$ cat config.mk
export PLATFORM = sky130hd
export DESIGN_NAME = cq_consumer
export DESIGN_NICKNAME = d
export VERILOG_FILES = /design/src/rtl/cq_pkg.sv /design/src/rtl/cq_ptr.sv /design/src/rtl/cq_fetch.sv /design/src/rtl/cq_decode.sv /design/src/rtl/cq_consumer.sv
export SDC_FILE = /design/constraint.sdc
export NUM_CORES = 1
export LEC_CHECK = 0
export BUFFER_PORTS_ARGS = -buffer_cell sky130_fd_sc_hd__buf_2
export CELL_PAD_IN_SITES_DETAIL_PLACEMENT = 1
export CELL_PAD_IN_SITES_GLOBAL_PLACEMENT = 2
export CORE_MARGIN = 2
export CORE_UTILIZATION = 36
export DETAILED_ROUTE_END_ITERATION = 6
export MAX_ROUTING_LAYER = met4
export PLACE_DENSITY_LB_ADDON = 0.15
export SLEW_MARGIN = 40
export SYNTH_ARGS = -nofsm -noshare
export SYNTH_HDL_FRONTEND = slang
export SYNTH_HIERARCHICAL = 1
export SYNTH_SLANG_ARGS = --single-unit
export TNS_END_PERCENT = 50
$ cat constraint.sdc
create_clock -name clk -period 3 [get_ports clk]
set_input_delay 0.45 -clock clk [delete_from_list [all_inputs] [get_ports clk]]
set_output_delay 0.45 -clock clk [all_outputs]
set_load 0.01 [all_outputs]
$ cat src/rtl/cq_pkg.sv
package cq_pkg;
  localparam int NUM_CLS   = 6;
  localparam int CLS_CFG   = 0;
  localparam int CLS_TLB   = 1;
  localparam int CLS_ATC   = 2;
  localparam int CLS_PRI   = 3;
  localparam int CLS_STALL = 4;
  localparam int CLS_SYNC  = 5;

  localparam logic [6:0] ERR_NONE    = 7'd0;
  localparam logic [6:0] ERR_ILLEGAL = 7'd1;
  localparam logic [6:0] ERR_ABORT   = 7'd2;

  typedef enum logic [1:0] {ST_IDLE, ST_FETCH, ST_DECODE} fetch_st_e;

  typedef struct packed {
    logic [7:0]  op;
    logic [31:0] sid;
    logic [19:0] ssid;
    logic        ssv;
    logic [63:0] addr;
    logic [1:0]  tg;
    logic [1:0]  ttl;
    logic        leaf;
    logic [4:0]  num;
    logic [4:0]  scale;
    logic [4:0]  range;
  } cmd_fields_t;

  // one-hot class of an opcode, all zero when illegal
  function automatic logic [NUM_CLS-1:0] classify(input logic [7:0] op);
    logic [NUM_CLS-1:0] c;
    c = '0;
    if (op >= 8'h01 && op <= 8'h07) c[CLS_CFG] = 1'b1;
    else if ((op >= 8'h10 && op <= 8'h13) || op == 8'h18 || op == 8'h1A ||
             (op >= 8'h20 && op <= 8'h23) || op == 8'h28 || op == 8'h2A ||
             op == 8'h30)
      c[CLS_TLB] = 1'b1;
    else if (op == 8'h40) c[CLS_ATC] = 1'b1;
    else if (op == 8'h41) c[CLS_PRI] = 1'b1;
    else if (op == 8'h44 || op == 8'h45) c[CLS_STALL] = 1'b1;
    else if (op == 8'h46) c[CLS_SYNC] = 1'b1;
    return c;
  endfunction
endpackage

$ cat src/rtl/cq_ptr.sv
module cq_ptr #(
  parameter int IDX_W = 3
) (
  input  logic             clk,
  input  logic             rst,
  input  logic             adv,
  input  logic             set_err,
  input  logic [6:0]       err_code,
  input  logic             err_clr,
  output logic [IDX_W:0]   cons_idx,
  output logic             halted,
  output logic [31:0]      cons_reg
);
  localparam int PTR_W = IDX_W + 1;
  localparam int PAD_W = 24 - PTR_W;

  logic [PTR_W-1:0] idx_q;
  logic [6:0]       err_q;

  always_ff @(posedge clk) begin
    if (rst) begin
      idx_q <= '0;
      err_q <= '0;
    end else begin
      if (adv) idx_q <= idx_q + 1'b1;
      // a new fault wins over a clear in the same cycle
      if (set_err)      err_q <= err_code;
      else if (err_clr) err_q <= cq_pkg::ERR_NONE;
    end
  end

  assign cons_idx = idx_q;
  assign halted   = (err_q != cq_pkg::ERR_NONE);
  assign cons_reg = {1'b0, err_q, {PAD_W{1'b0}}, idx_q};
endmodule

$ cat src/rtl/cq_fetch.sv
module cq_fetch #(
  parameter int IDX_W = 3
) (
  input  logic              clk,
  input  logic              rst,
  input  logic              cq_en,
  input  logic              halted,
  input  logic [IDX_W:0]    prod_idx,
  input  logic [IDX_W:0]    cons_idx,
  output logic              rd_req,
  output logic [IDX_W-1:0]  rd_entry,
  output logic [1:0]        rd_word,
  input  logic              rd_ack,
  input  logic              rd_abort,
  input  logic [31:0]       rd_data,
  output logic [3:0][31:0]  words,
  output logic              dec_go,
  output logic              abort_hit
);
  import cq_pkg::*;

  fetch_st_e        st_q;
  logic [1:0]       wsel_q;
  logic [3:0][31:0] buf_q;
  logic             start;

  assign start = cq_en && !halted && (cons_idx != prod_idx);

  always_ff @(posedge clk) begin
    if (rst) begin
      st_q   <= ST_IDLE;
      wsel_q <= '0;
      buf_q  <= '0;
    end else begin
      case (st_q)
        ST_IDLE: begin
          wsel_q <= '0;
          if (start) st_q <= ST_FETCH;
        end
        ST_FETCH: begin
          if (rd_ack) begin
            if (rd_abort) begin
              st_q <= ST_IDLE;
            end else begin
              buf_q[wsel_q] <= rd_data;
              if (wsel_q == 2'd3) st_q <= ST_DECODE;
              else                wsel_q <= wsel_q + 2'd1;
            end
          end
        end
        default: st_q <= ST_IDLE;
      endcase
    end
  end

  assign rd_req    = (st_q == ST_FETCH);
  assign rd_entry  = cons_idx[IDX_W-1:0];
  assign rd_word   = wsel_q;
  assign words     = buf_q;
  assign dec_go    = (st_q == ST_DECODE);
  assign abort_hit = rd_req && rd_ack && rd_abort;
endmodule

$ cat src/rtl/cq_decode.sv
module cq_decode (
  input  logic                       clk,
  input  logic                       rst,
  input  logic                       go,
  input  logic [3:0][31:0]           words,
  output logic                       legal,
  output logic [cq_pkg::NUM_CLS-1:0] cls_stb,
  output cq_pkg::cmd_fields_t        fields,
  output logic                       sync_irq,
  output logic                       sync_evt
);
  import cq_pkg::*;

  logic [NUM_CLS-1:0] cls;
  cmd_fields_t        f;
  logic [1:0]         cs;
  logic               unused_bits;

  assign cls   = classify(words[0][7:0]);
  assign legal = |cls;
  assign cs    = words[0][13:12];

  always_comb begin
    f.op    = words[0][7:0];
    f.sid   = words[1];
    f.ssid  = words[0][31:12];
    f.ssv   = words[0][11];
    f.addr  = {words[3], words[2][31:12], 12'h000};
    f.tg    = words[2][11:10];
    f.ttl   = words[2][9:8];
    f.leaf  = words[2][0];
    f.num   = words[0][16:12];
    f.scale = words[0][24:20];
    f.range = words[2][4:0];
  end

  assign unused_bits = ^{words[0][10:8], words[2][7:5]};

  always_ff @(posedge clk) begin
    if (rst) begin
      cls_stb  <= '0;
      fields   <= '0;
      sync_irq <= 1'b0;
      sync_evt <= 1'b0;
    end else begin
      cls_stb  <= go ? cls : '0;
      sync_irq <= go && cls[CLS_SYNC] && (cs == 2'd1);
      sync_evt <= go && cls[CLS_SYNC] && (cs == 2'd2);
      if (go && legal) fields <= f;
    end
  end
endmodule

$ cat src/rtl/cq_consumer.sv
module cq_consumer #(
  parameter int IDX_W = 3
) (
  input  logic             clk,
  input  logic             rst,
  input  logic             cq_en,
  input  logic [IDX_W:0]   prod_ptr,
  input  logic             err_clr,
  output logic [31:0]      cons_reg,
  output logic             rd_req,
  output logic [IDX_W-1:0] rd_entry,
  output logic [1:0]       rd_word,
  input  logic             rd_ack,
  input  logic             rd_abort,
  input  logic [31:0]      rd_data,
  output logic [5:0]       cls_stb,
  output logic [7:0]       cmd_op,
  output logic [31:0]      cmd_sid,
  output logic [15:0]      cmd_vmid,
  output logic [15:0]      cmd_asid,
  output logic [19:0]      cmd_ssid,
  output logic             cmd_ssv,
  output logic [63:0]      cmd_addr,
  output logic [1:0]       cmd_tg,
  output logic [1:0]       cmd_ttl,
  output logic             cmd_leaf,
  output logic [4:0]       cmd_num,
  output logic [4:0]       cmd_scale,
  output logic [4:0]       cmd_range,
  output logic             sync_irq,
  output logic             sync_evt,
  output logic             gerror
);
  import cq_pkg::*;

  logic [IDX_W:0]   cons_idx;
  logic             halted;
  logic [3:0][31:0] words;
  logic             dec_go;
  logic             abort_hit;
  logic             legal;
  logic             bad_cmd;
  logic             set_err;
  logic [6:0]       err_code;
  cmd_fields_t      fields;
  logic             gerror_q;

  cq_fetch #(.IDX_W(IDX_W)) u_fetch (
    .clk(clk), .rst(rst), .cq_en(cq_en), .halted(halted),
    .prod_idx(prod_ptr), .cons_idx(cons_idx),
    .rd_req(rd_req), .rd_entry(rd_entry), .rd_word(rd_word),
    .rd_ack(rd_ack), .rd_abort(rd_abort), .rd_data(rd_data),
    .words(words), .dec_go(dec_go), .abort_hit(abort_hit)
  );

  cq_decode u_decode (
    .clk(clk), .rst(rst), .go(dec_go), .words(words),
    .legal(legal), .cls_stb(cls_stb), .fields(fields),
    .sync_irq(sync_irq), .sync_evt(sync_evt)
  );

  assign bad_cmd  = dec_go && !legal;
  assign set_err  = abort_hit || bad_cmd;
  assign err_code = abort_hit ? ERR_ABORT : ERR_ILLEGAL;

  cq_ptr #(.IDX_W(IDX_W)) u_ptr (
    .clk(clk), .rst(rst), .adv(dec_go && legal),
    .set_err(set_err), .err_code(err_code), .err_clr(err_clr),
    .cons_idx(cons_idx), .halted(halted), .cons_reg(cons_reg)
  );

  always_ff @(posedge clk) begin
    if (rst) gerror_q <= 1'b0;
    else     gerror_q <= set_err;
  end

  assign gerror    = gerror_q;
  assign cmd_op    = fields.op;
  assign cmd_sid   = fields.sid;
  assign cmd_vmid  = fields.sid[15:0];
  assign cmd_asid  = fields.sid[31:16];
  assign cmd_ssid  = fields.ssid;
  assign cmd_ssv   = fields.ssv;
  assign cmd_addr  = fields.addr;
  assign cmd_tg    = fields.tg;
  assign cmd_ttl   = fields.ttl;
  assign cmd_leaf  = fields.leaf;
  assign cmd_num   = fields.num;
  assign cmd_scale = fields.scale;
  assign cmd_range = fields.range;
endmodule

==> impl_metrics.ini, run 1 <==
[detailed_routing]
dr_total_vias = 8332
avgRoutedWirePerCell_um = 16.5
drc = 0
ant_nets = 0
drt-total-wl_um = 30000
viasPerCell = 4.58
drt_iter0_drc = 348
drt_first_pass_iters = 4

[sta]
fin_skew_ns = 0.0107
tightest_slew_ns = 0.640
rsz0062_at_grt = no
finalCriticalPeriod_ns = 2.34
slew_headroom_pct = 57.3
setup_viol = 0
hold_violations = 0
max_freq_mhz = 428
maxSlewViolCount = 0
min_period_over_period_pct = 78.0
setup-tns-final_ns = 0

[clocking]
cts_inserted_buffers = 31
cts_setup_buffers = 0
clockBufferDepth = 3
post_cts_resize_count = 0
root_buffer = clkbuf_16
clk_latency_ns = 0.55
cts.sinks = 268
cts_hold_buf = 0
path_clk_slew_ns = 0.06
htree_levels = 1
cts_tree = yes

[pwr]
p_clk_share_pct = 48.2
powerDensity_nw_per_um2 = 541
intPower_mw = 5.89
switching_power_mw = 1.66
swShare_pct = 22.0
seq_power_share_pct = 47.6
leakage_nw = 5.73
power_frac_comb_pct = 4.2
peakVddDrop_mv = 0.380
p_total_mw = 7.54

[global_route]
grt_max_degree = 167
grt_pass1_wl_um = 47300
grt_usage_pct = 17.2
grt_pass1_vias = 8615
grt-ovfl-total = 0
antenna_found_initial = 3

[finish]
drive_above_1_share_pct = 22.6
nets = 1398
num-fill-cells = 3793
syn_to_final_growth_pct = 15.9
utilization_pct = 42.6
finalInstanceArea_um2 = 13900

[worst_setup_path]
path_class = register to register
worstPathRequired_ns = 3.47
cp_max_fo = 14
rrSetupSlack_ns = 0.66
critical_path_arrival_ns = 2.81
critPathLaunchType = register
worst_setup_path_end_kind = register

[floorplanning]
fp.dieW_um = 187
dieHeight_um = 187
coreArea_um2 = 32700
row_count = 66
dieArea_um2 = 34900
ioPinCount = 266
initial_core_util_pct = 36.8

[synth]
netlist_instances = 1209
post_synth_instance_area_um2 = 12000
synth_warnings = 6
avgSynthCellArea_um2 = 9.95

[status]
status = finished, final reports clean

[placement]
portBuffers = 232
placedInstanceArea_um2 = 12900
dp_hpwl_um = 20100
gp_congestion = 0.750

[flow_run]
cap_violations = 0

[min_path]
min_path_type = input port to register
metrics by stage:
stage | setup slack [ns] | instances | hold slack, ns
2_1_floorplan | 1.11 | 1244 | 0.435
3_3_place_gp | 0.792 | 1760 | 0.450
3_5_place_dp | 0.638 | 1760 | 0.461
4_1_cts | 0.626 | 1815 | 0.139
5_1_grt | 0.452 | 1818 | 0.154
6_report | 0.661 | 1818 | 0.165
critical path, stage by stage (launching register included):
cell and delay [ns]:
dfxtp_1 0.38, o311ai_0 0.39, nand4_1 0.27, nand2_1 0.15, nand2b_4 0.14, nand2_1 0.24, or3b_2 0.54, a21oi_1 0.16
path summary, 6_finish.rpt:
path                                         from              endpoint  cells after the start
worst max-delay path             u_fetch/words[1]        u_ptr/err_q[2]                      7
worst min-delay path                   rd_data[0]     u_fetch/words[64]                      3
worst max register to register   u_fetch/words[1]        u_ptr/err_q[2]                      7
worst min register to register  u_fetch/words[31]  u_decode/fields[104]                      2
state kept, by name, indices dropped and copies added, names as in the netlist:
register           cells
gerror                 1
u_decode/cls_stb       6
u_decode/fields      122
u_decode/sync_evt      1
u_decode/sync_irq      1
u_fetch/rd_word        2
u_fetch/st_q           2
u_fetch/words        122
u_ptr/cons_idx         4
u_ptr/err_q            7
power groups by stage:
stage | Sequential, mW | Clock [mW] | Combinational, mW
global placement | 3.67 | 0 | 0.322
detailed placement | 3.67 | 0 | 0.323
floorplan | 3.66 | 0 | 0.254
finish | 3.59 | 3.64 | 0.318
global route | 3.59 | 3.92 | 0.348
CTS | 3.59 | 3.78 | 0.324
area by class of cell:
class                   instances  area, um2  area share, %
clock buffers                  48        920           6.60
diodes                          3       7.51         0.0538
multi-input cells             802       5710           41.0
repair buffers                242       1300           9.30
well taps                     442        553           3.97
inverters                       6       22.5          0.162
flip-flops and latches        268       5370           38.5
clock inverters                 7       66.3          0.476
layer usage:
| layer | vias up | part of all wire, % | track usage, % | wire [um] |
|---|---|---|---|---|
| li1 | 4141 | - | - | - |
| met1 | 3967 | 46 | 21.6 | 13900 |
| met2 | 192 | 47 | 28.3 | 14000 |
| met3 | 32 | 5.5 | 3.63 | 1660 |
| met4 | 0 | 1.4 | 4.12 | 425 |
| met5 | - | 0 | - | 0 |
placed cells by master (no fill, tap or decap), types with 2 or more instances in the layout:
master / count
and3_1: 2
mux2i_1: 214
nor2_1: 4
buf_4: 6
buf_2: 231
clkbuf_8: 8
nor3_1: 4
nor3b_1: 3
diode_2: 3
inv_1: 5
a21oi_1: 39
clkbuf_1: 9
xor2_1: 4
or3b_2: 5
or3b_1: 3
dfxtp_1: 268
ha_1: 4
buf_12: 4
nand2_1: 15
nand4_1: 2
o21ai_0: 31
nand3_1: 30
clkbuf_16: 31
conb_1: 38
nor4_1: 4
clkinv_2: 5
nor2b_1: 3
nand2b_1: 368
nand3b_1: 2
No activity file was read; power rests on OpenSTA's default activity.
==> run 2, diff against run 1 <==
- CORE_UTILIZATION: 36 -> 34
- clock period: 3 -> 2.3 ns (I/O delays scaled with it)
==> run 2 against run 1 <==
- clock-buffer cell count down 2
- clock skew grew 0.00056 ns
- sequential cell count stayed put
- combinational power rose by 38%
- worst hold slack got worse by 0.10 ns
- sequential share of layout area down 0.82 points
- non-clock buffer count grew 16
- critical path depth is 1 higher
- cell count increased by 1.7%
- utilization is 1.6 points lower
- clock power rose by 43%
- routed wire length is 5.5% higher
==> impl_metrics.ini, run 2 (synthesis gave the netlist of run 1 again) <==
[clocking]
clk_latency_ns = 0.55
cts_tree = yes
cts_inserted_buffers = 31
path_clk_slew_ns = 0.06
clockBufferDepth = 3
htree_levels = 1
root_buffer = clkbuf_16
cts.sinks = 268

[worst_setup_path]
path_class = register to register
rrSetupSlack_ns = 0.16
reg2reg_from = u_fetch/words[3]
cp_max_fo = 22
r2r_cells = 8
critical_path_arrival_ns = 2.62
worst_setup_path_end_kind = register
critPathLaunchType = register
worstPathRequired_ns = 2.77
rr_endpoint = u_decode/fields[96]

[sta]
maxSlewViolCount = 0
hold_violations = 0
slew_headroom_pct = 60.7
min_period_over_period_pct = 93.2
setup_viol = 0
max_freq_mhz = 466
tightest_slew_ns = 0.589
setup-tns-final_ns = 0
finalCriticalPeriod_ns = 2.14
fin_skew_ns = 0.0113

[finish]
final_cells = 1848
nets = 1414
drive_above_1_share_pct = 23.9
regArea_um2 = 5370
utilization_pct = 41.0
multi_input_area_um2 = 5720
num-fill-cells = 3934
mostFrequentLayoutCell = nand2b_1
final_cell_mix = 368 x nand2b_1, 268 x dfxtp_1, 231 x buf_2, 214 x mux2i_1, 39 x a21oi_1
syn_to_final_growth_pct = 18.5

[pwr]
power_frac_comb_pct = 4.3
swShare_pct = 21.9
powerDensity_nw_per_um2 = 724
p_clk_share_pct = 50.4
peakVddDrop_mv = 0.525
switching_power_mw = 2.25
leakage_nw = 5.86
seq_power_share_pct = 45.4
intPower_mw = 8.06

[global_route]
grt_pass1_vias = 8467
grt_max_degree = 132
grt_pass1_wl_um = 48200
grt-ovfl-total = 0
antenna_found_initial = 2
grt_usage_pct = 17.1

[min_path]
hold-path-endpoint = u_fetch/words[66]
min_path_type = input port to register
hold_path_depth = 3
hp-start = rd_data[2]

[floorplanning]
ioPinCount = 266
fp.dieW_um = 192
dieHeight_um = 192
dieArea_um2 = 36900
initial_core_util_pct = 34.6
row_count = 68
coreArea_um2 = 34700

[detailed_routing]
viasPerCell = 4.57
drc = 0
dr_total_vias = 8447
avgRoutedWirePerCell_um = 17.1
drt_first_pass_iters = 4
ant_nets = 0
drt-total-wl_um = 31700
drt_iter0_drc = 313

[placement]
gp_congestion = 0.751
portBuffers = 232
dp_hpwl_um = 21100
place_inst = 1787

[status]
status = finished, final reports clean

[flow_run]
cap_violations = 0
## run 2: what timing repair did
item	CTS	global route
setup buffers	0	1
hold buffers	0	0
resized for setup	0	4
setup endpoints to repair	0	56
## run 2: worst max-delay path by stage
stage / start / end / slack, ns / cells after the start
CTS: u_fetch/words[3] / u_ptr/err_q[0] / 0.03 / 7
floorplan: u_fetch/words[0] / u_ptr/cons_idx[3] / 0.41 / 6
finish: u_fetch/words[3] / u_decode/fields[96] / 0.16 / 8
detailed placement: u_fetch/words[3] / u_ptr/err_q[1] / 0.07 / 7
global route: u_fetch/words[3] / u_ptr/err_q[1] / -0.0008 / 8
global placement: u_fetch/words[3] / u_ptr/err_q[0] / 0.16 / 7
## run 2: critical path, stage by stage, from the launching register on
cell	delay [ns]
dfxtp_1	0.35
buf_4	0.16
o311ai_0	0.29
nand4_1	0.18
buf_4	0.18
a21boi_4	0.23
buf_12	0.21
buf_12	0.21
mux2i_1	0.21
## run 2: area by class of cell
cell class / count / share of cell area, %
Clock inverter: 11 / 1.15
Clock buffer: 46 / 6.47
Tap cell: 455 / 4.00
Timing Repair Buffer: 258 / 10.4
Sequential cell: 268 / 37.7
Multi-Input combinational cell: 802 / 40.2
Inverter: 6 / 0.158
Antenna cell: 2 / 0.0351
## run 2: layer usage
metal  global-route usage, %  routed length [um]
met1                    22.1               14900
met2                    28.2               14800
met3                    3.29                1700
met4                    3.02                 335
met5                       -                   0
## run 2: metrics by stage
stage	hold WS [ns]	setup WS, ns	power [mW]	area, um2
floorplan	0.407	0.415	5.11	12200
global placement	0.450	0.157	5.23	13100
detailed placement	0.459	0.0738	5.23	13100
CTS	0.0355	0.0348	10.5	14200
global route	0.0485	-0.000789	10.7	14200
finish	0.0640	0.155	10.3	14200
## run 2: power by group through the flow
| stage | clock network (mW) | logic, mW | registers (mW) |
|---|---|---|---|
| after global placement | 0 | 0.449 | 4.78 |
| final | 5.19 | 0.440 | 4.68 |
| after detailed placement | 0 | 0.446 | 4.78 |
| after CTS | 5.35 | 0.448 | 4.68 |
| after global routing | 5.54 | 0.479 | 4.68 |
| after floorplan | 0 | 0.331 | 4.78 |
